$ cat config.mk
export PLATFORM = sky130hd
export DESIGN_NAME = can_tick_gen
export DESIGN_NICKNAME = d
export VERILOG_FILES = /design/src/rtl/can_tick_pkg.sv /design/src/rtl/can_tick_selreg.sv /design/src/rtl/can_tick_decode.sv /design/src/rtl/can_tick_divider.sv /design/src/rtl/can_tick_gen.sv
export SDC_FILE = /design/constraint.sdc
export NUM_CORES = 1
export LEC_CHECK = 0
export BUFFER_PORTS_ARGS = -buffer_cell sky130_fd_sc_hd__buf_2
export CAP_MARGIN = 20
export CORE_AREA = 2 2 39 41
export DETAILED_ROUTE_END_ITERATION = 16
export DIE_AREA = 0 0 41 43
export PLACE_DENSITY = 0.74
export SLEW_MARGIN = 20
export SYNTH_ARGS = -nofsm -noshare
export SYNTH_HDL_FRONTEND = slang
export SYNTH_SLANG_ARGS = --single-unit
$ cat constraint.sdc
create_clock -name clk -period 3.2 [get_ports clk]
set_input_delay 0.8 -clock clk [delete_from_list [all_inputs] [get_ports clk]]
set_output_delay 0.8 -clock clk [all_outputs]
set_load 0.02 [all_outputs]
$ cat src/rtl/can_tick_pkg.sv
package can_tick_pkg;
  localparam int SEL_W      = 4;
  localparam int SRC_BIT    = 3;
  localparam int DIV_W      = 3;
  localparam int FAST_CODES = 5;
  localparam int FAST_BASE  = 4;
  localparam int FAST_STEP  = 2;
  localparam int SLOW_DIV   = 3;
  localparam int FAST_MHZ   = 240;
  localparam int SLOW_MHZ   = FAST_MHZ / SLOW_DIV;
  localparam int MAX_DIV    = FAST_BASE + FAST_STEP * (FAST_CODES - 1);
  localparam int CNT_W      = $clog2(MAX_DIV);
  localparam int RATE_W     = $clog2(FAST_MHZ / FAST_BASE + 1) + 1;
  localparam logic [SEL_W-1:0] SEL_SLOW = '0;

  // keep a fast-source value whose code is in range; map every other value to the slow setting
  function automatic logic [SEL_W-1:0] legalize(input logic [SEL_W-1:0] v);
    if (v[SRC_BIT] && (v[DIV_W-1:0] < DIV_W'(FAST_CODES)))
      return v;
    return SEL_SLOW;
  endfunction

  function automatic logic is_legal(input logic [SEL_W-1:0] v);
    return (v == SEL_SLOW) || (v[SRC_BIT] && (v[DIV_W-1:0] < DIV_W'(FAST_CODES)));
  endfunction
endpackage

$ cat src/rtl/can_tick_selreg.sv
module can_tick_selreg
  import can_tick_pkg::*;
#(
  parameter int W = SEL_W
) (
  input  logic         clk,
  input  logic         rst_n,
  input  logic         wr,
  input  logic [W-1:0] wdata,
  output logic [W-1:0] q
);
  logic [W-1:0] q_r;

  always_ff @(posedge clk or negedge rst_n) begin
    if (!rst_n)  q_r <= SEL_SLOW;
    else if (wr) q_r <= legalize(wdata);
  end

  assign q = q_r;

  assert_store_legal_R4: assert property (@(posedge clk) disable iff (!rst_n)
    wr |=> is_legal(q));
  assert_keep_value_R5: assert property (@(posedge clk) disable iff (!rst_n)
    !wr |=> $stable(q));
endmodule

$ cat src/rtl/can_tick_decode.sv
module can_tick_decode
  import can_tick_pkg::*;
#(
  parameter int SW     = SEL_W,
  parameter int CW     = CNT_W,
  parameter int RW     = RATE_W,
  parameter int DW     = DIV_W,
  parameter int NCODES = FAST_CODES,
  parameter int BASE   = FAST_BASE,
  parameter int STEP   = FAST_STEP,
  parameter int SDIV   = SLOW_DIV,
  parameter int FMHZ   = FAST_MHZ
) (
  input  logic [SW-1:0] sel,
  output logic [CW-1:0] last,
  output logic [RW-1:0] mhz
);
  localparam int SMHZ = FMHZ / SDIV;

  logic [RW-1:0] rate_tab [NCODES];

  for (genvar i = 0; i < NCODES; i++) begin : g_rate
    assign rate_tab[i] = RW'(FMHZ / (BASE + STEP * i));
  end

  logic          fast;
  logic [DW-1:0] code;

  assign fast = sel[SW-1];
  assign code = sel[DW-1:0];

  always_comb begin
    if (fast) last = CW'(BASE - 1) + CW'(STEP) * CW'(code);
    else      last = CW'(SDIV - 1);
    mhz = RW'(SMHZ);
    for (int i = 0; i < NCODES; i++) begin
      if (fast && (code == DW'(i))) mhz = rate_tab[i];
    end
  end
endmodule

$ cat src/rtl/can_tick_divider.sv
module can_tick_divider
  import can_tick_pkg::*;
#(
  parameter int CW = CNT_W
) (
  input  logic          clk,
  input  logic          rst_n,
  input  logic          restart,
  input  logic [CW-1:0] last,
  output logic          tick
);
  logic [CW-1:0] cnt;

  always_ff @(posedge clk or negedge rst_n) begin
    if (!rst_n)                      cnt <= '0;
    else if (restart || cnt >= last) cnt <= '0;
    else                             cnt <= cnt + 1'b1;
  end

  assign tick = (cnt == last);

  assert_restart_quiet_R7: assert property (@(posedge clk) disable iff (!rst_n)
    restart |=> !tick);
  assert_single_width_R8: assert property (@(posedge clk) disable iff (!rst_n)
    tick |=> !tick);
  assert_min_gap_R8: assert property (@(posedge clk) disable iff (!rst_n)
    tick |-> ##1 !tick ##1 !tick);
endmodule

$ cat src/rtl/can_tick_gen.sv
module can_tick_gen
  import can_tick_pkg::*;
#(
  parameter int SW = SEL_W,
  parameter int CW = CNT_W,
  parameter int RW = RATE_W
) (
  input  logic          clk,
  input  logic          rst_n,
  input  logic          hold_rst,
  input  logic          sel_wr,
  input  logic [SW-1:0] sel_wdata,
  output logic [SW-1:0] sel_rdata,
  output logic          tick_en,
  output logic [RW-1:0] rate_mhz
);
  logic [SW-1:0] sel_q;
  logic [CW-1:0] last;
  logic          restart;

  assign restart = hold_rst | sel_wr;

  can_tick_selreg #(.W(SW)) u_sel (
    .clk(clk), .rst_n(rst_n), .wr(sel_wr), .wdata(sel_wdata), .q(sel_q)
  );

  can_tick_decode #(.SW(SW), .CW(CW), .RW(RW)) u_dec (
    .sel(sel_q), .last(last), .mhz(rate_mhz)
  );

  can_tick_divider #(.CW(CW)) u_div (
    .clk(clk), .rst_n(rst_n), .restart(restart), .last(last), .tick(tick_en)
  );

  assign sel_rdata = sel_q;

  assert_hold_no_tick_R6: assert property (@(posedge clk) disable iff (!rst_n)
    hold_rst |=> !tick_en);
  assert_slow_rate_R2: assert property (@(posedge clk) disable iff (!rst_n)
    (sel_rdata == SEL_SLOW) |-> (rate_mhz == RW'(SLOW_MHZ)));
  assert_fast_top_R3: assert property (@(posedge clk) disable iff (!rst_n)
    (sel_rdata == SW'(8)) |-> (rate_mhz == RW'(60)));
endmodule

==> impl_metrics.tcl <==
set metrics [dict create \
    yosysUniqueCellTypes 27 \
    grt_setup_unrepaired "no" \
    synth_area_um2 623 \
    maxCapViolCount 0 \
    crit_type "reg -> out" \
    fin_skew_ns 0.00257 \
    insertion_delay_ns 0.25 \
    critPathCaptureType "primary output" \
    synth-edff-count 0 \
    routedWlPerCell_um 10.8 \
    rr_worst_depth 7 \
    ant_nets 0 \
    totalWireLength_um 1130 \
    avgSynthCellArea_um2 8.90 \
    row_count 14 \
    met2WireLength_um 535 \
    cts_buffers 3 \
    grt_pass1_vias 444 \
    setup_viol 0 \
    dr.first_iter.drc_count 8 \
    cts_max_level 1 \
    min_path_type "in -> async" \
    cp.required_ns 2.40 \
    dp_hpwl_um 953 \
    worstPathArrival_ns 1.97 \
    seq_area_um2 200 \
    slew_viol_final 0 \
    hold_viol 0 \
    finalCriticalPeriod_ns 2.77 \
    place_congestion 0.774 \
    io_pins 20 \
    ys_ff_latch 8 \
    antenna_found_initial 0 \
    clockRootBuffer "clkbuf_4" \
    p_leak_uw 0.000379 \
    synth_seq_area_share_pct 32.1 \
    synth_top_cells_by_area "dfrtp_1 (32%), ha_1 (20%), nor2_1 (7.2%), a2111oi_4 (4.4%), inv_1 (4.2%)" \
    post-cts-setup-buffer-count 0 \
    max_freq_ghz 0.361 \
    cts_tree "done" \
    multi_input_area_um2 378 \
    route.detailed.drc 0 \
    grt_pass1_wl_um 1880 \
    route.top_layer_used "met4" \
    synthesis.nets 88 \
    antenna_cells 0 \
    status "completed" \
    fin_ws_ns 0.429 \
    yosysWarnings 0 \
    grt_overflow 0 \
    syn2layout_area_growth_pct 18.3 \
    drt-met1-wl_um 507 \
    ir_drop_mv 0.268 \
    ctsHoldBuffers 0 \
    synth_top_cell_area_share_pct 32.1 \
    syn_inst 70 \
    cts_sinks 8 \
    ctsResizeCount 0 \
    dr.pass1.iters 2 \
    grt_usage_pct 16.4 \
    die_x_um 41 \
    start_util_pct 45.0 \
    grt_max_degree 10 \
    cts_max_path_buffers 2 \
    viasPerCell 5.12 \
    pre_cts_ws_ns 0.683 \
    ys_top_cells_by_count "nor2_1 (12), ha_1 (10), dfrtp_1 (8)" \
    cp_max_fo 4 \
    yosysTopAreaCell "dfrtp_1" \
    drive_gt1_share_pct 25.8 \
    power.total_uw 257 \
    io_buffers 18 \
    fin_tns_setup_ns 0 \
    die-area_mm2 0.00176 \
    powerDensity_mw_per_mm2 348 \
    finalCritPeriodShare_pct 86.6 \
    layout.nets 109 \
    synth_most_common_cell "nor2_1" \
    die_h_um 43 \
    core-area_mm2 0.00138 \
    via_count 538 \
    fillers 142 \
    async_flop_share_pct 100 \
    wl_met3_um 61 \
    path_clk_slew_ns 0.05 \
    ys.flop_type "dfrtp_1" \
    start_kind "register" \
]
## critical path, cell delays in order (launching register included)
cell and delay [ns]:
dfrtp_1 0.40, ha_1 0.22, ha_1 0.26, nand2b_1 0.14, ha_1 0.36, and4_1 0.19
buf_2 0.16
## logic make-up after synthesis
| group | Yosys count | share of synthesized area [%] |
|---|---|---|
| other cells | 1 | 0.602 |
| simple gates | 28 | 21.5 |
| fa+ha+maj | 10 | 20.1 |
| buf+inv | 9 | 7.23 |
| compound gates | 12 | 15.7 |
| flops | 8 | 32.1 |
| xor+xnor | 2 | 2.81 |
## layout by cell type (no fill, tap or decap), drive strengths merged
| cell | instances |
|---|---|
| buf | 18 |
| nor2 | 12 |
| ha | 10 |
| dfrtp | 8 |
| inv | 7 |
| nand2 | 5 |
| o21ai | 5 |
| clkbuf | 3 |
| nand2b | 2 |
| nor3 | 2 |
| nand3 | 2 |
| o22ai | 2 |
| and4 | 1 |
| nor3b | 1 |
| o211ai | 1 |
| a2111oi | 1 |
| nand4b | 1 |
| a2bb2oi | 1 |
| a21oi | 1 |
| and3 | 1 |
| xnor2 | 1 |
| o31ai | 1 |
| xor2 | 1 |
| nand4 | 1 |
| conb | 1 |
## final timing paths
| path | start | to | slack [ns] |
|---|---|---|---|
| worst min register to register | u_div.cnt[0] | u_div.cnt[0] | 0.49 |
| min in group clk | u_div.cnt[0] | u_div.cnt[0] | 0.49 |
| max in group asynchronous | rst_n | u_div.cnt[3] | 2.66 |
| worst max register to register | u_sel.q[0] | u_div.cnt[0] | 1.15 |
| worst max-delay path | u_sel.q[0] | tick_en | 0.43 |
| worst min-delay path | rst_n | u_sel.q[3] | 0.38 |
## per-layer routing
| layer | vias up | GRT usage (%) |
|---|---|---|
| met1 | 235 | 18.5 |
| li1 | 282 | - |
| met4 | 0 | 12.0 |
| met2 | 17 | 25.6 |
| met5 | - | 0 |
| met3 | 4 | 3.14 |
## through the flow
step	std cells	instance area (µm²)	utilization, %	hold WS, ns
after global routing	105	737	53.3	0.375
after CTS	105	737	53.3	0.373
after floorplan	70	623	-	0.450
after global placement	102	714	51.6	0.482
after detailed placement	102	714	51.6	0.494
final	105	737	53.3	0.376
## sequential cells by signal, indices dropped and copies added (netlist names)
register	cells
u_div.cnt	4
u_sel.q	4
## where the power goes
part | internal (µW) | leakage, µW | total, µW | switching [µW]
Clock | 42.8 | 0.0000138 | 75.8 | 33.0
Combinational | 26.3 | 0.000257 | 68.9 | 42.6
Sequential | 106 | 0.000108 | 112 | 6.19
Total | 175 | 0.000379 | 257 | 81.8
## final cells by class
cell class	count	area share, %
flip-flops and latches	8	27.2
inverters	7	3.57
repair buffers	18	12.2
multi-input cells	53	51.3
well taps	16	2.72
clock buffers	3	3.06
(Power assumes the default switching activity.)
